--- src/rtl/spi_pin_pkg.sv ---
// Shared pin indices and mode encoding for the serial port pin controller.
package spi_pin_pkg;
    localparam int PIN_COUNT = 4;
    localparam int PIN_SS    = 0;
    localparam int PIN_SCK   = 1;
    localparam int PIN_MOSI  = 2;
    localparam int PIN_MISO  = 3;

    typedef enum logic [1:0] {
        LINK_OFF    = 2'd0,
        LINK_MASTER = 2'd1,
        LINK_SLAVE  = 2'd2
    } link_mode_e;
endpackage

--- src/rtl/spi_tick_gen.sv ---
// Serial clock phase tick generator.
// Emits one tick every HALF_PER cycles in which run is high; cycles with
// run low leave the count untouched, so a pause resumes mid-phase.
// Assumes clear is asserted whenever no transfer is in progress.
module spi_tick_gen #(
    parameter int HALF_PER = 1
) (
    input  logic clk,
    input  logic rst_n,
    input  logic run,
    input  logic clear,
    output logic tick
);
    localparam int CW = (HALF_PER > 1) ? $clog2(HALF_PER) : 1;
    localparam logic [CW-1:0] LAST = CW'(HALF_PER - 1);

    logic [CW-1:0] cnt;

    // Phase counter: wraps at LAST, held when not running.
    always_ff @(posedge clk) begin
        if (!rst_n || clear) begin
            cnt <= '0;
        end else if (run) begin
            cnt <= (cnt == LAST) ? '0 : cnt + 1'b1;
        end
    end

    assign tick = run && (cnt == LAST);
endmodule

--- src/rtl/spi_master_eng.sv ---
// Master shift engine: one frame per start, MSB first, clock idle low,
// data changes on the falling edge and is sampled on the rising edge.
// A hold input freezes the frame in place (clock level, bit position,
// shift contents). Assumes din is synchronous to clk.
module spi_master_eng #(
    parameter int FRAME_BITS = 8,
    parameter int HALF_PER   = 1
) (
    input  logic                  clk,
    input  logic                  rst_n,
    input  logic                  enable,
    input  logic                  start,
    input  logic [FRAME_BITS-1:0] tx_word,
    input  logic                  din,
    input  logic                  hold,
    output logic                  sck,
    output logic                  mosi,
    output logic                  ss_n,
    output logic                  busy,
    output logic                  frame_end,
    output logic [FRAME_BITS-1:0] frame_word
);
    localparam int CNT_W = (FRAME_BITS > 1) ? $clog2(FRAME_BITS) : 1;
    localparam logic [CNT_W-1:0] LAST_BIT = CNT_W'(FRAME_BITS - 1);

    logic                  active;
    logic                  sck_q;
    logic                  rx_bit;
    logic [FRAME_BITS-1:0] shreg;
    logic [CNT_W-1:0]      bit_cnt;
    logic                  tick;

    spi_tick_gen #(.HALF_PER(HALF_PER)) u_tick (
        .clk   (clk),
        .rst_n (rst_n),
        .run   (active && !hold),
        .clear (!active),
        .tick  (tick)
    );

    // Frame sequencing: start, rising-edge sample, falling-edge shift, end.
    always_ff @(posedge clk) begin
        if (!rst_n) begin
            active  <= 1'b0;
            sck_q   <= 1'b0;
            rx_bit  <= 1'b0;
            shreg   <= '0;
            bit_cnt <= '0;
        end else if (!enable) begin
            active  <= 1'b0;
            sck_q   <= 1'b0;
            bit_cnt <= '0;
        end else if (!active) begin
            if (start) begin
                active  <= 1'b1;
                sck_q   <= 1'b0;
                shreg   <= tx_word;
                bit_cnt <= '0;
            end
        end else if (tick) begin
            if (!sck_q) begin
                sck_q  <= 1'b1;
                rx_bit <= din;
            end else begin
                sck_q <= 1'b0;
                shreg <= {shreg[FRAME_BITS-2:0], rx_bit};
                if (bit_cnt == LAST_BIT) begin
                    active  <= 1'b0;
                    bit_cnt <= '0;
                end else begin
                    bit_cnt <= bit_cnt + 1'b1;
                end
            end
        end
    end

    assign frame_end  = enable && active && tick && sck_q && (bit_cnt == LAST_BIT);
    assign frame_word = {shreg[FRAME_BITS-2:0], rx_bit};
    assign sck        = sck_q;
    assign mosi       = active && shreg[FRAME_BITS-1];
    assign ss_n       = !active;
    assign busy       = active;


    hold_freeze_chk: assert property (@(posedge clk) disable iff (!rst_n)
        (active && hold && enable) |=>
            (active && sck_q == $past(sck_q) && bit_cnt == $past(bit_cnt)
             && shreg == $past(shreg)));


    sck_in_frame_chk: assert property (@(posedge clk) disable iff (!rst_n)
        sck_q |-> !ss_n);


    frame_close_chk: assert property (@(posedge clk) disable iff (!rst_n)
        frame_end |=> (ss_n && !sck_q));
endmodule

--- src/rtl/spi_slave_eng.sv ---
// Slave shift engine: follows an external clock while selected.
// Rising edge samples din, falling edge shifts; while deselected the
// outgoing word is reloaded and the bit position cleared.
// Assumes sck_in and ss_in are synchronous to clk.
module spi_slave_eng #(
    parameter int FRAME_BITS = 8
) (
    input  logic                  clk,
    input  logic                  rst_n,
    input  logic                  enable,
    input  logic                  ss_in,
    input  logic                  sck_in,
    input  logic                  din,
    input  logic [FRAME_BITS-1:0] tx_word,
    output logic                  dout,
    output logic                  frame_end,
    output logic [FRAME_BITS-1:0] frame_word
);
    localparam int CNT_W = (FRAME_BITS > 1) ? $clog2(FRAME_BITS) : 1;
    localparam logic [CNT_W-1:0] LAST_BIT = CNT_W'(FRAME_BITS - 1);

    logic                  sck_prev;
    logic                  rx_bit;
    logic [FRAME_BITS-1:0] shreg;
    logic [CNT_W-1:0]      bit_cnt;
    logic                  rise;
    logic                  fall;
    logic                  selected;

    assign selected = enable && !ss_in;
    assign rise     = selected && sck_in && !sck_prev;
    assign fall     = selected && !sck_in && sck_prev;

    // Clock edge history, tracked regardless of selection.
    always_ff @(posedge clk) begin
        if (!rst_n) begin
            sck_prev <= 1'b0;
        end else begin
            sck_prev <= sck_in;
        end
    end

    // Shift state: reload when deselected, sample on rise, shift on fall.
    always_ff @(posedge clk) begin
        if (!rst_n) begin
            rx_bit  <= 1'b0;
            shreg   <= '0;
            bit_cnt <= '0;
        end else if (!selected) begin
            shreg   <= tx_word;
            bit_cnt <= '0;
        end else if (rise) begin
            rx_bit <= din;
        end else if (fall) begin
            shreg   <= {shreg[FRAME_BITS-2:0], rx_bit};
            bit_cnt <= (bit_cnt == LAST_BIT) ? '0 : bit_cnt + 1'b1;
        end
    end

    assign frame_end  = fall && (bit_cnt == LAST_BIT);
    assign frame_word = {shreg[FRAME_BITS-2:0], rx_bit};
    assign dout       = shreg[FRAME_BITS-1];


    deselect_reset_chk: assert property (@(posedge clk) disable iff (!rst_n)
        (enable && ss_in) |=> (bit_cnt == '0 && shreg == $past(tx_word)));
endmodule

--- src/rtl/spi_pin_mux.sv ---
// Pin direction and value multiplexer for the four shared pins.
// Chooses GPIO fallback, master or slave roles; applies single-wire
// turnaround from the port direction bits; forces all pins to zero
// while live is low (reset).
module spi_pin_mux
    import spi_pin_pkg::*;
(
    input  logic                 live,
    input  logic                 mod_en,
    input  logic                 is_master,
    input  logic                 bidir,
    input  logic                 ss_auto,
    input  logic [PIN_COUNT-1:0] pin_dir,
    input  logic [PIN_COUNT-1:0] gpio_dout,
    input  logic                 ss_in,
    input  logic                 mosi_in,
    input  logic                 miso_in,
    input  logic                 m_sck,
    input  logic                 m_mosi,
    input  logic                 m_ss_n,
    input  logic                 s_dout,
    output logic [PIN_COUNT-1:0] pin_out,
    output logic [PIN_COUNT-1:0] pin_oe,
    output logic                 m_din,
    output logic                 s_din
);
    link_mode_e mode;

    // Mode decode from enable and role.
    always_comb begin
        if (!mod_en) begin
            mode = LINK_OFF;
        end else if (is_master) begin
            mode = LINK_MASTER;
        end else begin
            mode = LINK_SLAVE;
        end
    end

    // Per-pin output value and enable.
    always_comb begin
        pin_out = '0;
        pin_oe  = '0;
        unique case (mode)
            LINK_OFF: begin
                pin_out = gpio_dout;
                pin_oe  = pin_dir;
            end
            LINK_MASTER: begin
                pin_oe[PIN_SCK]   = 1'b1;
                pin_out[PIN_SCK]  = m_sck;
                pin_oe[PIN_MOSI]  = bidir ? pin_dir[PIN_MOSI] : 1'b1;
                pin_out[PIN_MOSI] = pin_oe[PIN_MOSI] && m_mosi;
                if (pin_dir[PIN_SS]) begin
                    pin_oe[PIN_SS]  = 1'b1;
                    pin_out[PIN_SS] = ss_auto ? m_ss_n : gpio_dout[PIN_SS];
                end
            end
            LINK_SLAVE: begin
                pin_oe[PIN_MISO]  = !ss_in && (!bidir || pin_dir[PIN_MISO]);
                pin_out[PIN_MISO] = pin_oe[PIN_MISO] && s_dout;
            end
            default: begin
                pin_out = '0;
                pin_oe  = '0;
            end
        endcase
        if (!live) begin
            pin_out = '0;
            pin_oe  = '0;
        end
    end

    // Receive data source for each role.
    assign m_din = bidir ? mosi_in : miso_in;
    assign s_din = bidir ? miso_in : mosi_in;
endmodule

--- src/rtl/spi_pin_ctrl.sv ---
// Serial port pin controller top: GPIO fallback, master/slave pin roles,
// single-wire data mode and wait-state freezing of master transfers.
// Assumes pad inputs are already synchronous to clk.
module spi_pin_ctrl
    import spi_pin_pkg::*;
#(
    parameter int FRAME_BITS = 8,
    parameter int SCK_HALF   = 1
) (
    input  logic                  clk,
    input  logic                  rst_n,
    input  logic                  mod_en,
    input  logic                  is_master,
    input  logic                  bidir,
    input  logic                  ss_auto,
    input  logic                  wait_halt,
    input  logic                  cpu_wait,
    input  logic [PIN_COUNT-1:0]  pin_dir,
    input  logic [PIN_COUNT-1:0]  gpio_dout,
    input  logic [PIN_COUNT-1:0]  pin_in,
    input  logic [FRAME_BITS-1:0] tx_byte,
    input  logic                  tx_start,
    output logic [PIN_COUNT-1:0]  pin_out,
    output logic [PIN_COUNT-1:0]  pin_oe,
    output logic [FRAME_BITS-1:0] rx_byte,
    output logic                  rx_valid,
    output logic                  busy
);
    logic                  m_en, s_en;
    logic                  m_sck, m_mosi, m_ss_n, m_end;
    logic                  s_dout, s_end;
    logic                  m_din, s_din;
    logic [FRAME_BITS-1:0] m_word, s_word;
    logic [FRAME_BITS-1:0] rx_q;
    logic                  valid_q;

    assign m_en = mod_en && is_master;
    assign s_en = mod_en && !is_master;

    spi_master_eng #(.FRAME_BITS(FRAME_BITS), .HALF_PER(SCK_HALF)) u_master (
        .clk        (clk),
        .rst_n      (rst_n),
        .enable     (m_en),
        .start      (tx_start),
        .tx_word    (tx_byte),
        .din        (m_din),
        .hold       (wait_halt && cpu_wait),
        .sck        (m_sck),
        .mosi       (m_mosi),
        .ss_n       (m_ss_n),
        .busy       (busy),
        .frame_end  (m_end),
        .frame_word (m_word)
    );

    spi_slave_eng #(.FRAME_BITS(FRAME_BITS)) u_slave (
        .clk        (clk),
        .rst_n      (rst_n),
        .enable     (s_en),
        .ss_in      (pin_in[PIN_SS]),
        .sck_in     (pin_in[PIN_SCK]),
        .din        (s_din),
        .tx_word    (tx_byte),
        .dout       (s_dout),
        .frame_end  (s_end),
        .frame_word (s_word)
    );

    spi_pin_mux u_mux (
        .live      (rst_n),
        .mod_en    (mod_en),
        .is_master (is_master),
        .bidir     (bidir),
        .ss_auto   (ss_auto),
        .pin_dir   (pin_dir),
        .gpio_dout (gpio_dout),
        .ss_in     (pin_in[PIN_SS]),
        .mosi_in   (pin_in[PIN_MOSI]),
        .miso_in   (pin_in[PIN_MISO]),
        .m_sck     (m_sck),
        .m_mosi    (m_mosi),
        .m_ss_n    (m_ss_n),
        .s_dout    (s_dout),
        .pin_out   (pin_out),
        .pin_oe    (pin_oe),
        .m_din     (m_din),
        .s_din     (s_din)
    );

    // Received word capture from whichever engine finished a frame.
    always_ff @(posedge clk) begin
        if (!rst_n) begin
            rx_q    <= '0;
            valid_q <= 1'b0;
        end else begin
            valid_q <= m_end || s_end;
            if (m_end) begin
                rx_q <= m_word;
            end else if (s_end) begin
                rx_q <= s_word;
            end
        end
    end

    assign rx_byte  = rx_q;
    assign rx_valid = valid_q;


    slave_quiet_chk: assert property (@(posedge clk) disable iff (!rst_n)
        (s_en && pin_in[PIN_SS]) |-> (pin_oe == '0));


    master_in_pin_chk: assert property (@(posedge clk) disable iff (!rst_n)
        m_en |-> (!pin_oe[PIN_MISO] && pin_oe[PIN_SCK]));
endmodule

--- config.mk ---
export PLATFORM = sky130hd
export DESIGN_NAME = spi_pin_ctrl
export DESIGN_NICKNAME = d
export VERILOG_FILES = /design/src/rtl/spi_pin_pkg.sv /design/src/rtl/spi_tick_gen.sv /design/src/rtl/spi_master_eng.sv /design/src/rtl/spi_slave_eng.sv /design/src/rtl/spi_pin_mux.sv /design/src/rtl/spi_pin_ctrl.sv
export SDC_FILE = /design/constraint.sdc
export NUM_CORES = 1
export LEC_CHECK = 0
export ABC_CLOCK_PERIOD_IN_PS = 4300
export BUFFER_PORTS_ARGS = -buffer_cell sky130_fd_sc_hd__buf_4
export CELL_PAD_IN_SITES_DETAIL_PLACEMENT = 0
export CELL_PAD_IN_SITES_GLOBAL_PLACEMENT = 1
export CORE_ASPECT_RATIO = 0.9
export CORE_MARGIN = 2
export CORE_UTILIZATION = 41
export CTS_BUF_LIST = sky130_fd_sc_hd__clkbuf_16
export DETAILED_ROUTE_END_ITERATION = 8
export GPL_ROUTABILITY_DRIVEN = 0
export MAX_ROUTING_LAYER = met4
export PLACE_DENSITY = 0.82
export SETUP_SLACK_MARGIN = 0.2
export SKIP_CTS_REPAIR_TIMING = 1
export SYNTH_ARGS = -nofsm -noshare
export SYNTH_HDL_FRONTEND = slang
export SYNTH_SLANG_ARGS = --single-unit
--- constraint.sdc ---
create_clock -name clk -period 4.3 [get_ports clk]
set_clock_uncertainty 0.15 [all_clocks]
set_input_delay 0.215 -clock clk [delete_from_list [all_inputs] [get_ports clk]]
set_output_delay 0.215 -clock clk [all_outputs]
set_load 0.02 [all_outputs]
## After elaboration in Yosys (flattened, before gate mapping)

Index checks and enable logic that the tools add are counted.

| word-level totals | value |
|---|---|
| word-level logic and storage cells | 107 |
| input bits | 29 |
| bits in registers | 37 |
| output and inout bits | 18 |

| cells by class | value |
|---|---|
| eq/ne operators | 8 |
| add/sub/neg operators | 3 |
| muxes and demuxes | 39 |
| bitwise operators | 3 |
| reductions and logical operators | 42 |

Operator list:

| operator | number |
|---|---|
| $mux 8 | 9 |
| $logic_and 1x1->1 | 19 |
| $mux 3 | 6 |
| $mux 1 | 16 |
| $pmux 3 s2 | 2 |
| $reduce_and 2->1 | 6 |
| $logic_not 1->1 | 8 |
| $mux 4 | 2 |
| $reduce_and 4->1 | 2 |
| $add 3x1->3 const B | 2 |
| $eq 3x3->1 const B | 2 |
| $ne 2x2->1 const B | 3 |
| $mux 2 | 2 |
| $pmux 1 s2 | 2 |
| $reduce_bool 2->1 | 2 |
| $logic_or 1x1->1 | 3 |
| $not 1->1 | 3 |
| $reduce_and 3->1 | 1 |
| $eq 2x1->1 const B | 1 |
| $eq 2x2->1 const B | 1 |
| $logic_not 2->1 | 1 |
| $ne 2x1->1 const B | 1 |
| $add 1x1->1 const B | 1 |

## Depth between registers and ports, before layout

Gate-level depths: netlist (run 1).

| depth | value |
|---|---|
| depth after elaboration | 8 |
| mapped depth | 7 |
| depth with buffers taken out | 6 |

## Modules after synthesis

A second synthesis (run 1) with hierarchy kept.

| unflattened totals | value |
|---|---|
| cells, all modules | 224 |
| area, all modules | 2193.4 um2 |

By module, submodules not included:

| module | cells an instance | area each (um2) | seq. area each (um2) | instances |
|---|---|---|---|---|
| spi_master_eng | 82 | 848.3 | 280.3 | 1 |
| spi_slave_eng | 71 | 619.3 | 260.2 | 1 |
| spi_pin_ctrl | 40 | 476.7 | 180.2 | 1 |
| spi_pin_mux | 30 | 241.5 | 0.0 | 1 |
| spi_tick_gen | 1 | 7.5 | 0.0 | 1 |

## Worst setup path before layout (run 1)

OpenSTA, ideal clock, no wires.

| path | value |
|---|---|
| path type | input to output |
| start | in mod_en |
| end | out pin_out[3] |
| data arrival time | 1.319 ns |
| setup slack | 2.616 ns |
| stages on the path | 5 |
| data required time | 3.935 ns |
| path buffers | 2 |
| path through | buf_4 > nor3b_4 > buf_2 > o2111ai_1 > a21oi_1 |

| on the way | value |
|---|---|
| longest elaborated chain between the ends | 4 |
| elaborated cells on any way between the ends | 5 |
| those cells by class | 1 x eq/ne; 3 x mux; 1 x reduce/logical |

RTL lines:

| item | RTL line | text |
|---|---|---|
| start, declared | spi_pin_ctrl.sv:12 | `input logic mod_en,` |
| $mux 2 * | spi_pin_mux.sv:31 | `if (!mod_en) begin` |
| $eq 2x2->1 / $logic_not 2->1 (equally long branches) | spi_pin_mux.sv:44 | `unique case (mode)` |
| $pmux 1 s2 * | spi_pin_mux.sv:44 |  |
| $mux 4 * | spi_pin_mux.sv:68 | `if (!live) begin` |
| end, declared | spi_pin_ctrl.sv:23 | `output logic [PIN_COUNT-1:0] pin_out,` |

Every way passes the cells marked *; elsewhere a longest branch is shown, timed or not.

## Worst setup path in the final report (run 1)

| path | value |
|---|---|
| start | reg u_master.active (netlist: u_master.busy) |
| end | reg rx_q[2] (netlist: rx_byte[2]) |

| on the way | value |
|---|---|
| longest elaborated chain between the ends | 6 |
| elaborated cells on any way between the ends | 8 |
| those cells by class | 1 x mux; 7 x reduce/logical |

RTL lines:

| item | RTL line | text |
|---|---|---|
| start, declared | spi_master_eng.sv:26 | `logic active;` |
| start signal, assigned | spi_master_eng.sv:44 | `active <= 1'b0;` |
| start signal, assigned | spi_master_eng.sv:50 | `active <= 1'b0;` |
| start signal, assigned | spi_master_eng.sv:55 | `active <= 1'b1;` |
| $logic_and 1x1->1 | spi_master_eng.sv:36 | `.run (active && !hold),` |
| $logic_and 1x1->1 | spi_tick_gen.sv:28 | `assign tick = run && (cnt == LAST);` |
| $logic_and 1x1->1 * (3 in a row) | spi_master_eng.sv:77 | `assign frame_end = enable && active && tick && sck_q && (bit_cnt == LAST_BIT);` |
| $mux 8 / $reduce_bool 2->1 (equally long branches) | -- |  |
| end signal, assigned | spi_pin_ctrl.sv:98 | `rx_q <= m_word;` |
| end signal, assigned | spi_pin_ctrl.sv:100 | `rx_q <= s_word;` |
| end, declared | spi_pin_ctrl.sv:34 | `logic [FRAME_BITS-1:0] rx_q;` |

Marks and branches as above.
A chain may end at the register's enable or synchronous reset.

==> results.yml, run 1 <==
status:
  status: "complete, no violations"
global_route:
  top_usage_layer: "met1"
  grt-ovfl-total: 0
  antenna_found_initial: 0
  grt_pass1_vias: 1501
  grt_util_met1: 0.290
  grt_max_degree: 32
  globalRouteTotalUtil: 0.203
  use_met2: 0.272
  grt_pass1_wl_um: 7330
  met3_usage: 0.0627
finish:
  fill_cells: 453
  utilization: 0.540
  drive_gt1_frac: 0.257
  stdcell_count: 319
  stdcell_area_um2: 2360
  nets: 289
  antenna_cells: 0
  syn2layout_area_growth_pct: 28.4
setup_path:
  path_max_fanout: 23
  ff2ff_path_depth: 4
  startpoint_type: "register"
  r2r-end: "rx_byte[2]$_SDFFE_PN0P_"
  worst_ep_arrival_time_ns: 2.29
  critPathKind: "register to register"
  critPathCaptureType: "register"
  rrSetupSlack_ns: 2.08
  r2r_start: "u_master.busy$_SDFF_PN0_"
  cp.required_ns: 4.36
cts:
  cts_sinks: 36
  clock-root-buffer: "clkbuf_16"
  numCtsBuffers: 5
  htree_levels: 2
  cts_tree: "done"
  path_clk_slew_ns: 0.06
  cts_max_path_buffers: 2
  clk_latency_ns: 0.28
power_and_ir_drop:
  p_per_area_nw_per_um2: 358
  power_leakage_nw: 0.900
  ir_drop_v: 0.000291
  power_uw: 845
place:
  post-place-ws_ns: 2.11
  placed_cells: 311
  placed_cell_area_um2: 2200
  dp_hpwl_um: 3310
  port_buffers: 46
sta:
  slew_viol_final: 0
  final.setup.tns_ns: 0
  hold_violations: 0
  period_minus_slack_ns: 2.22
  setup_viol: 0
  rsz0062_at_grt: "false"
  worst_pin_slew_ns: 0.911
  setup_ws_ns: 2.08
  holdWs_ns: 0.0142
  max_slew_margin: 0.392
  post-route-period-util: 0.517
  max_freq_mhz: 450
worst_hold_path:
  hold_path_class: "input port to register"
  whs_path_depth: 2
  worstHoldStart: "pin_in[1]"
  worstHoldEndpoint: "u_slave.sck_prev$_SDFF_PN0_"
floorplanning:
  io_pins: 47
  die-area_um2: 5040
  rows: 23
  start_util: 0.420
  die_h_um: 67.5
  die_w_um: 74.6
  coreArea_um2: 4370
synthesis:
  synth-seq-cells: 36
  ys_seq_area_frac: 0.392
  synth_area_leaders: "dfxtp_1 (39%), nand2_1 (7.3%), mux2i_1 (5.4%), a311oi_1 (5.2%), a21oi_2 (3.8%)"
  synth_common_cells: "dfxtp_1 (36), nand2_1 (36), nor2_1 (16)"
  syn_avg_cell_area_um2: 8.52
  ys_warn_count: 0
  yosysTopAreaCell: "dfxtp_1"
  synth_edf_count: 0
  synthArstFlopShare: 0
  synth_area_um2: 1840
  ys_types: 36
  synth_top_area_share: 0.392
  synthCells: 216
  syn_nets: 249
  synth_top_flop_cell: "dfxtp_1"
drt:
  drc: 0
  avgViaCountPerCell: 5.21
  vias: 1663
  drt_iter0_markers: 115
  postRouteAntennaNets: 0
  wirelength_um: 4610
  wl_per_cell_um: 14.5
  firstDrtPassIters: 4
flow_run:
  cap_violations: 0
==> where the power goes <==
part	switching (mW)	internal (mW)	leakage (nW)
Combinational	0.0493	0.0417	0.528
Clock	0.133	0.269	0.0789
Sequential	0.00912	0.343	0.293
==> critical path: stages (launching register included) <==
cell	delay (ns)
dfxtp_1	0.79
a21boi_4	0.41
nand3_2	0.23
and2_1	0.37
a21oi_2	0.20
==> routing by layer <==
layer / wire length [um] / vias up
met1: 2390 / 777
met2: 2010 / 31
met4: 36 / 0
met3: 173 / 4
met5: 0 / -
li1: - / 851
==> final cells by class <==
cell class                 count  area [um2]  area share
multi-input combinational    155        1010       0.428
tap                           62        77.6      0.0328
sequential                    36         721       0.305
timing repair buffer          46         345       0.146
inverter                      12        45.0      0.0191
clock buffer                   5         125      0.0530
clock inverter                 3        37.5      0.0159
==> state kept, by name (all words and copies together) (netlist names) <==
register and flops:
rx_byte 8, rx_valid 1, u_master.bit_cnt 3, u_master.busy 1
u_master.rx_bit 1, u_master.sck 1, u_master.shreg 8, u_slave.bit_cnt 3
u_slave.rx_bit 1, u_slave.sck_prev 1, u_slave.shreg 8
==> how the worst max path moves through the flow <==
| stage | from | to | slack (ns) | depth (start not counted) |
|---|---|---|---|---|
| finish | u_master.busy$_SDFF_PN0_ | rx_byte[2]$_SDFFE_PN0P_ | 2.08 | 4 |
| global placement | u_master.busy$_SDFF_PN0_ | rx_byte[7]$_SDFFE_PN0P_ | 2.18 | 4 |
| CTS | u_master.busy$_SDFF_PN0_ | rx_byte[2]$_SDFFE_PN0P_ | 2.09 | 4 |
| floorplan | mod_en | pin_out[3] | 2.62 | 5 |
| detailed placement | u_master.busy$_SDFF_PN0_ | rx_byte[2]$_SDFFE_PN0P_ | 2.11 | 4 |
| global route | u_master.busy$_SDFF_PN0_ | rx_byte[3]$_SDFFE_PN0P_ | 1.89 | 4 |
==> cells by family (layout without fill, tap and decap cells) <==
logic type | after synthesis | in the layout | share of synthesized area
and+or+nand+nor | 84 | 84 | 0.224
AOI/OAI and AO/OA | 57 | 57 | 0.244
DFF | 36 | 36 | 0.392
buffers and inverters | 25 | 66 | 0.0585
muxes | 10 | 10 | 0.0544
adders and majority gates | 4 | 4 | 0.0272
==> cell usage in the layout, fill, tap and decap left out <==
| cell type | instances |
|---|---|
| or3_1 | 1 |
| a21boi_4 | 1 |
| a21oi_2 | 8 |
| dfxtp_1 | 36 |
| nor3_1 | 1 |
| nor2b_1 | 2 |
| inv_1 | 12 |
| nor2_1 | 16 |
| o22ai_1 | 1 |
| o221ai_1 | 8 |
| nand2b_1 | 11 |
| mux2i_1 | 10 |
| o2111ai_1 | 1 |
| o211ai_1 | 8 |
| nand2_1 | 36 |
| clkbuf_16 | 5 |
| o2bb2ai_1 | 1 |
| o21ai_0 | 1 |
| and3_1 | 2 |
| nand4_1 | 1 |
| nand2_2 | 1 |
| a211oi_1 | 1 |
| nand3_4 | 1 |
| clkinv_1 | 2 |
| nand3_1 | 7 |
| a311oi_1 | 11 |
| a21oi_1 | 13 |
| nand3_2 | 1 |
| bufinv_16 | 1 |
| and2_1 | 3 |
| a21oi_4 | 1 |
| ha_1 | 4 |
| buf_4 | 46 |
| a31oi_1 | 1 |
| nor3b_4 | 1 |
| a32oi_1 | 1 |
Note: power is estimated with default switching activity, not from simulation.
==> run 2, diff against run 1 <==
--- a/config.mk
+++ b/config.mk
@@ -5,18 +5,19 @@
 export SDC_FILE = /design/constraint.sdc
 export NUM_CORES = 1
 export LEC_CHECK = 0
-export ABC_CLOCK_PERIOD_IN_PS = 4300
+export ABC_AREA = 1
+export ABC_CLOCK_PERIOD_IN_PS = 1800
 export BUFFER_PORTS_ARGS = -buffer_cell sky130_fd_sc_hd__buf_4
 export CELL_PAD_IN_SITES_DETAIL_PLACEMENT = 0
 export CELL_PAD_IN_SITES_GLOBAL_PLACEMENT = 1
 export CORE_ASPECT_RATIO = 0.9
 export CORE_MARGIN = 2
-export CORE_UTILIZATION = 41
+export CORE_UTILIZATION = 33
 export CTS_BUF_LIST = sky130_fd_sc_hd__clkbuf_16
 export DETAILED_ROUTE_END_ITERATION = 8
 export GPL_ROUTABILITY_DRIVEN = 0
 export MAX_ROUTING_LAYER = met4
-export PLACE_DENSITY = 0.82
+export PLACE_DENSITY = 0.73
 export SETUP_SLACK_MARGIN = 0.2
 export SKIP_CTS_REPAIR_TIMING = 1
 export SYNTH_ARGS = -nofsm -noshare
==> constraint.sdc (replaced) <==
create_clock -name clk -period 1.8 [get_ports clk]
set_clock_uncertainty 0.15 [all_clocks]
set_input_delay 0.09 -clock clk [delete_from_list [all_inputs] [get_ports clk]]
set_output_delay 0.09 -clock clk [all_outputs]
set_load 0.02 [all_outputs]
==> results.yml, run 2 <==
global_route:
  grt_pass1_vias: 1829
  antenna_found_initial: 0
  grt_pass1_wl_um: 8900
  grt_max_degree: 22
  top_usage_layer: "met2"
  globalRouteTotalUtil: 0.175
  grt_util_met1: 0.240
  met3_usage: 0.0362
  grt-ovfl-total: 0
  use_met2: 0.254
floorplanning:
  coreArea_um2: 5730
  rows: 26
  die_h_um: 77.5
  start_util: 0.345
  io_pins: 47
  die-area_um2: 6630
  die_w_um: 85.6
cts:
  cts_sinks: 36
  path_clk_slew_ns: 0.06
  clk_latency_ns: 0.28
  htree_levels: 2
  cts_max_path_buffers: 2
  numCtsBuffers: 5
  clock-root-buffer: "clkbuf_16"
  cts_tree: "done"
status:
  violations: "negative hold slack"
  status: "complete, but fails checks"
setup_path:
  crit_end: "rx_byte[4]$_SDFFE_PN0P_"
  crit_chain: "ha_4 -> ha_4 -> nand2_4 -> nor2_8 -> nand2_8 -> buf_6 -> nand3_1 -> nand2_1 -> nor2_1"
  startpoint_type: "register"
  r2r-end: "rx_byte[4]$_SDFFE_PN0P_"
  path_max_fanout: 8
  ff2ff_path_depth: 9
  rrSetupSlack_ns: 0.24
  cp.required_ns: 1.88
  critPathKind: "register to register"
  worst_ep_arrival_time_ns: 1.64
  crit_top_cell: "ha_4"
  r2r_start: "u_master.bit_cnt[0]$_SDFFE_PN0P_"
  crit_path_top_delay_cell: "dfxtp_2"
  worst-path-buf-inv: 1
  crit_family: "simple AND/OR/NAND/NOR gates"
  critPathCaptureType: "register"
  startpoint: "u_master.bit_cnt[0]$_SDFFE_PN0P_"
  crit_cells: 9
  slowest_delay_ns: 0.36
synthesis:
  syn_avg_cell_area_um2: 6.75
  synth_area_leaders: "dfxtp_1 (36%), nand2_1 (16%), nor2_1 (9.9%), nand3_1 (9.1%), inv_1 (4.4%)"
  synth_top_area_share: 0.364
  ys_types: 27
  synthCells: 293
  synth-seq-cells: 36
  syn_nets: 326
  yosysTopAreaCell: "dfxtp_1"
  ys_seq_area_frac: 0.364
  ys_warn_count: 0
  synth_top_flop_cell: "dfxtp_1"
  synth_common_cells: "nand2_1 (83), nor2_1 (52), dfxtp_1 (36), nand3_1 (36), inv_1 (23)"
  synth_area_um2: 1980
  synth_most_common_cell: "nand2_1"
  synthArstFlopShare: 0
  synth_edf_count: 0
place:
  placed_cells: 408
  dp_hpwl_um: 3940
  port_buffers: 46
  placed_cell_area_um2: 2400
  post-place-ws_ns: 0.0795
finish:
  nets: 390
  layout_commonest_cell: "nand2_1"
  multiInputGateArea_um2: 1200
  stdcell_area_um2: 2800
  utilization: 0.490
  stdcell_count: 428
  ff_latch_area_um2: 723
  fill_cells: 615
  antenna_cells: 0
  drive_gt1_frac: 0.277
  syn2layout_area_growth_pct: 41.7
  final_cell_mix: "nand2_1 (77), buf_4 (55), nor2_1 (47)"
drt:
  wl_per_cell_um: 12.9
  avgViaCountPerCell: 4.78
  drc: 0
  drt_iter0_markers: 137
  vias: 2045
  postRouteAntennaNets: 0
  firstDrtPassIters: 4
  wirelength_um: 5510
sta:
  max_slew_margin: 0.786
  setup_viol: 0
  slew_viol_final: 0
  max_freq_mhz: 641
  setup_ws_ns: 0.240
  final.setup.tns_ns: 0
  period_minus_slack_ns: 1.56
  worst_pin_slew_ns: 0.321
  holdWs_ns: -0.0205
  post-route-period-util: 0.867
  hold_violations: 2
  rsz0062_at_grt: "true"
power_and_ir_drop:
  power_leakage_nw: 1.37
  power_mw: 2.08
  ir_drop_v: 0.000577
  p_per_area_nw_per_um2: 741
flow_run:
  cap_violations: 0
worst_hold_path:
  hold_path_class: "input port to register"
==> run 2: cell types whose count changed in the layout (fill, tap and decap cells not counted), moves of 11 or more <==
cell,change
a311oi_1,-11
inv_1,+11
nand2_1,+41
nand2b_1,-11
nor2_1,+31
nand3_1,+24
==> run 2: area by class of cell <==
cell class	count	share of cell area
Multi-Input combinational cell	222	0.428
Sequential cell	36	0.258
Timing Repair Buffer	66	0.188
Clock buffer	5	0.0446
Inverter	26	0.0366
Tap cell	70	0.0312
Clock inverter	3	0.0134
==> run 2: worst reg2reg max path, cell delays in order (launching register included) <==
cell,delay [ns]
dfxtp_2,0.36
ha_4,0.14
ha_4,0.14
nand2_4,0.07
nor2_8,0.21
nand2_8,0.11
buf_6,0.14
nand3_1,0.07
nand2_1,0.05
nor2_1,0.08
==> run 2: layer usage <==
layer | vias to the layer above | share of wire
met1 | 929 | 0.50
met2 | 41 | 0.44
li1 | 1068 | -
met5 | - | 0
met3 | 7 | 0.043
met4 | 0 | 0.013
==> run 2: power breakdown <==
group | switching (mW) | internal, mW
logic | 0.139 | 0.114
registers | 0.0200 | 0.821
clock network | 0.341 | 0.644
==> run 2: how the worst min path moves through the flow <==
| stage | from | to | slack (ns) | cells past startpoint |
|---|---|---|---|---|
| floorplan | pin_in[1] | u_slave.sck_prev$_SDFF_PN0_ | 0.04 | 2 |
| global placement | pin_in[1] | u_slave.sck_prev$_SDFF_PN0_ | 0.13 | 3 |
| detailed placement | pin_in[1] | u_slave.sck_prev$_SDFF_PN0_ | 0.14 | 3 |
| CTS | pin_in[1] | u_slave.sck_prev$_SDFF_PN0_ | -0.14 | 3 |
| global route | tx_byte[5] | u_slave.shreg[5]$_SDFFE_PN0P_ | 0.02 | 3 |
| finish | tx_byte[7] | u_slave.shreg[7]$_SDFFE_PN0P_ | -0.02 | 5 |
==> run 2: cells by family (layout without fill, tap and decap cells) <==
kind of cell    after synthesis  in the layout  synth area share
simple gates                183            184             0.410
flops                        36             36             0.364
fa+ha+maj                     4              4            0.0253
buf+inv                      36            100            0.0892
compound gates               34             34             0.111
==> run 3, diff against run 2 <==
--- a/config.mk
+++ b/config.mk
@@ -11,7 +11,7 @@
 export CELL_PAD_IN_SITES_DETAIL_PLACEMENT = 0
 export CELL_PAD_IN_SITES_GLOBAL_PLACEMENT = 1
 export CORE_ASPECT_RATIO = 0.9
-export CORE_MARGIN = 2
+export CORE_MARGIN = 3
 export CORE_UTILIZATION = 33
 export CTS_BUF_LIST = sky130_fd_sc_hd__clkbuf_16
 export DETAILED_ROUTE_END_ITERATION = 8
==> results.yml, run 3 (same netlist as run 2, synthesis figures left out) <==
status:
  status: "complete, no violations"
drt:
  wl_per_cell_um: 12.8
  vias: 2027
  wirelength_um: 5490
  firstDrtPassIters: 4
  postRouteAntennaNets: 0
  drc: 0
  drt_iter0_markers: 112
  avgViaCountPerCell: 4.71
finish:
  syn2layout_area_growth_pct: 40.0
  fill_cells: 614
  antenna_cells: 0
  nets: 392
  ff_latch_area_um2: 727
  multiInputGateArea_um2: 1170
  final_cell_mix: "nand2_1 (76), buf_4 (57), nor2_1 (50)"
  utilization: 0.484
  layout_commonest_cell: "nand2_1"
  drive_gt1_frac: 0.264
cts:
  cts_tree: "done"
  cts_max_path_buffers: 2
  cts_sinks: 36
  htree_levels: 2
  path_clk_slew_ns: 0.06
  numCtsBuffers: 5
  clk_latency_ns: 0.28
  clock-root-buffer: "clkbuf_16"
sta:
  max_slew_margin: 0.765
  rsz0062_at_grt: "true"
  period_minus_slack_ns: 1.62
  max_freq_mhz: 617
  final.setup.tns_ns: 0
  hold_violations: 0
  worst_pin_slew_ns: 0.353
  post-route-period-util: 0.901
  slew_viol_final: 0
  setup_viol: 0
setup_path:
  r2r_start: "u_master.bit_cnt[0]$_SDFFE_PN0P_"
  critPathCaptureType: "register"
  r2r-end: "rx_byte[1]$_SDFFE_PN0P_"
  critPathKind: "register to register"
  startpoint_type: "register"
  rrSetupSlack_ns: 0.18
  cp.required_ns: 1.83
  path_max_fanout: 8
  worst_ep_arrival_time_ns: 1.65
  ff2ff_path_depth: 10
worst_hold_path:
  worstHoldStart: "tx_byte[7]"
  whs_path_depth: 5
  hold_path_class: "input port to register"
  worstHoldEndpoint: "u_slave.shreg[7]$_SDFFE_PN0P_"
floorplanning:
  die-area_um2: 6960
  io_pins: 47
  start_util: 0.345
  die_h_um: 79.5
  rows: 26
  die_w_um: 87.6
  coreArea_um2: 5730
global_route:
  grt-ovfl-total: 0
  grt_pass1_wl_um: 8800
  grt_max_degree: 23
  antenna_found_initial: 0
  globalRouteTotalUtil: 0.165
  grt_pass1_vias: 1857
power_and_ir_drop:
  power_leakage_nw: 1.34
  ir_drop_v: 0.000358
  p_per_area_nw_per_um2: 694
place:
  port_buffers: 46
  dp_hpwl_um: 3890
flow_run:
  cap_violations: 0
==> run 3: cell types whose count changed in the layout (fill, tap and decap cells not counted), sizes merged <==
cell / before / now
clkinv: 2 / 3
buf: 58 / 59
dlygate4sd3: 8 / 9
bufinv: 1 / 0
==> run 3: report_power, final <==
part / switching (mW) / leakage [nW] / internal (mW)
Combinational: 0.137 / 0.978 / 0.115
Sequential: 0.0196 / 0.295 / 0.819
Clock: 0.328 / 0.0710 / 0.503
==> run 3: per-stage QoR <==
step	instance area [um2]	hold WS (ns)	instances	setup slack, ns	power, mW
2_1_floorplan	1980	0.0376	293	0.215	0.985
3_3_place_gp	2390	0.141	407	0.121	1.09
3_5_place_dp	2390	0.140	407	0.0632	1.09
4_1_cts	2530	-0.143	415	0.0490	1.92
5_1_grt	2770	0.0156	430	0.121	2.01
6_report	2770	0.000348	430	0.178	1.92
==> run 3: layout make-up <==
cell class,instances,area share
multi-input combinational,222,0.421
sequential,36,0.262
timing repair buffer,68,0.198
clock buffer,5,0.0452
inverter,26,0.0361
tap,70,0.0316
clock inverter,3,0.00497
==> run 3: how the worst max path moves through the flow <==
stage	start	to	slack (ns)
3_5_place_dp	u_master.bit_cnt[0]$_SDFFE_PN0P_	rx_byte[4]$_SDFFE_PN0P_	0.06
4_1_cts	u_master.bit_cnt[0]$_SDFFE_PN0P_	rx_byte[2]$_SDFFE_PN0P_	0.05
3_3_place_gp	u_master.bit_cnt[0]$_SDFFE_PN0P_	rx_byte[1]$_SDFFE_PN0P_	0.12
6_report	u_master.bit_cnt[0]$_SDFFE_PN0P_	rx_byte[1]$_SDFFE_PN0P_	0.18
5_1_grt	u_master.bit_cnt[0]$_SDFFE_PN0P_	rx_byte[1]$_SDFFE_PN0P_	0.12
2_1_floorplan	u_master.bit_cnt[0]$_SDFFE_PN0P_	rx_byte[6]$_SDFFE_PN0P_	0.21
==> run 3: worst max-delay path, cell delays in order (launching register included) <==
cell,delay [ns]
dfxtp_4,0.36
ha_4,0.14
ha_4,0.14
nand2_4,0.06
nor2_8,0.19
buf_12,0.13
nand2_8,0.07
nand2_4,0.09
nand2_2,0.04
nor2_1,0.09
nor2_1,0.04
==> run 3: metal layers <==
| metal | global-route usage | vias to the layer above | routed length (um) |
|---|---|---|---|
| li1 | - | 1074 | - |
| met1 | 0.229 | 914 | 2670 |
| met2 | 0.243 | 35 | 2540 |
| met3 | 0.0330 | 4 | 231 |
| met4 | 0.0460 | 0 | 46 |
| met5 | - | - | 0 |
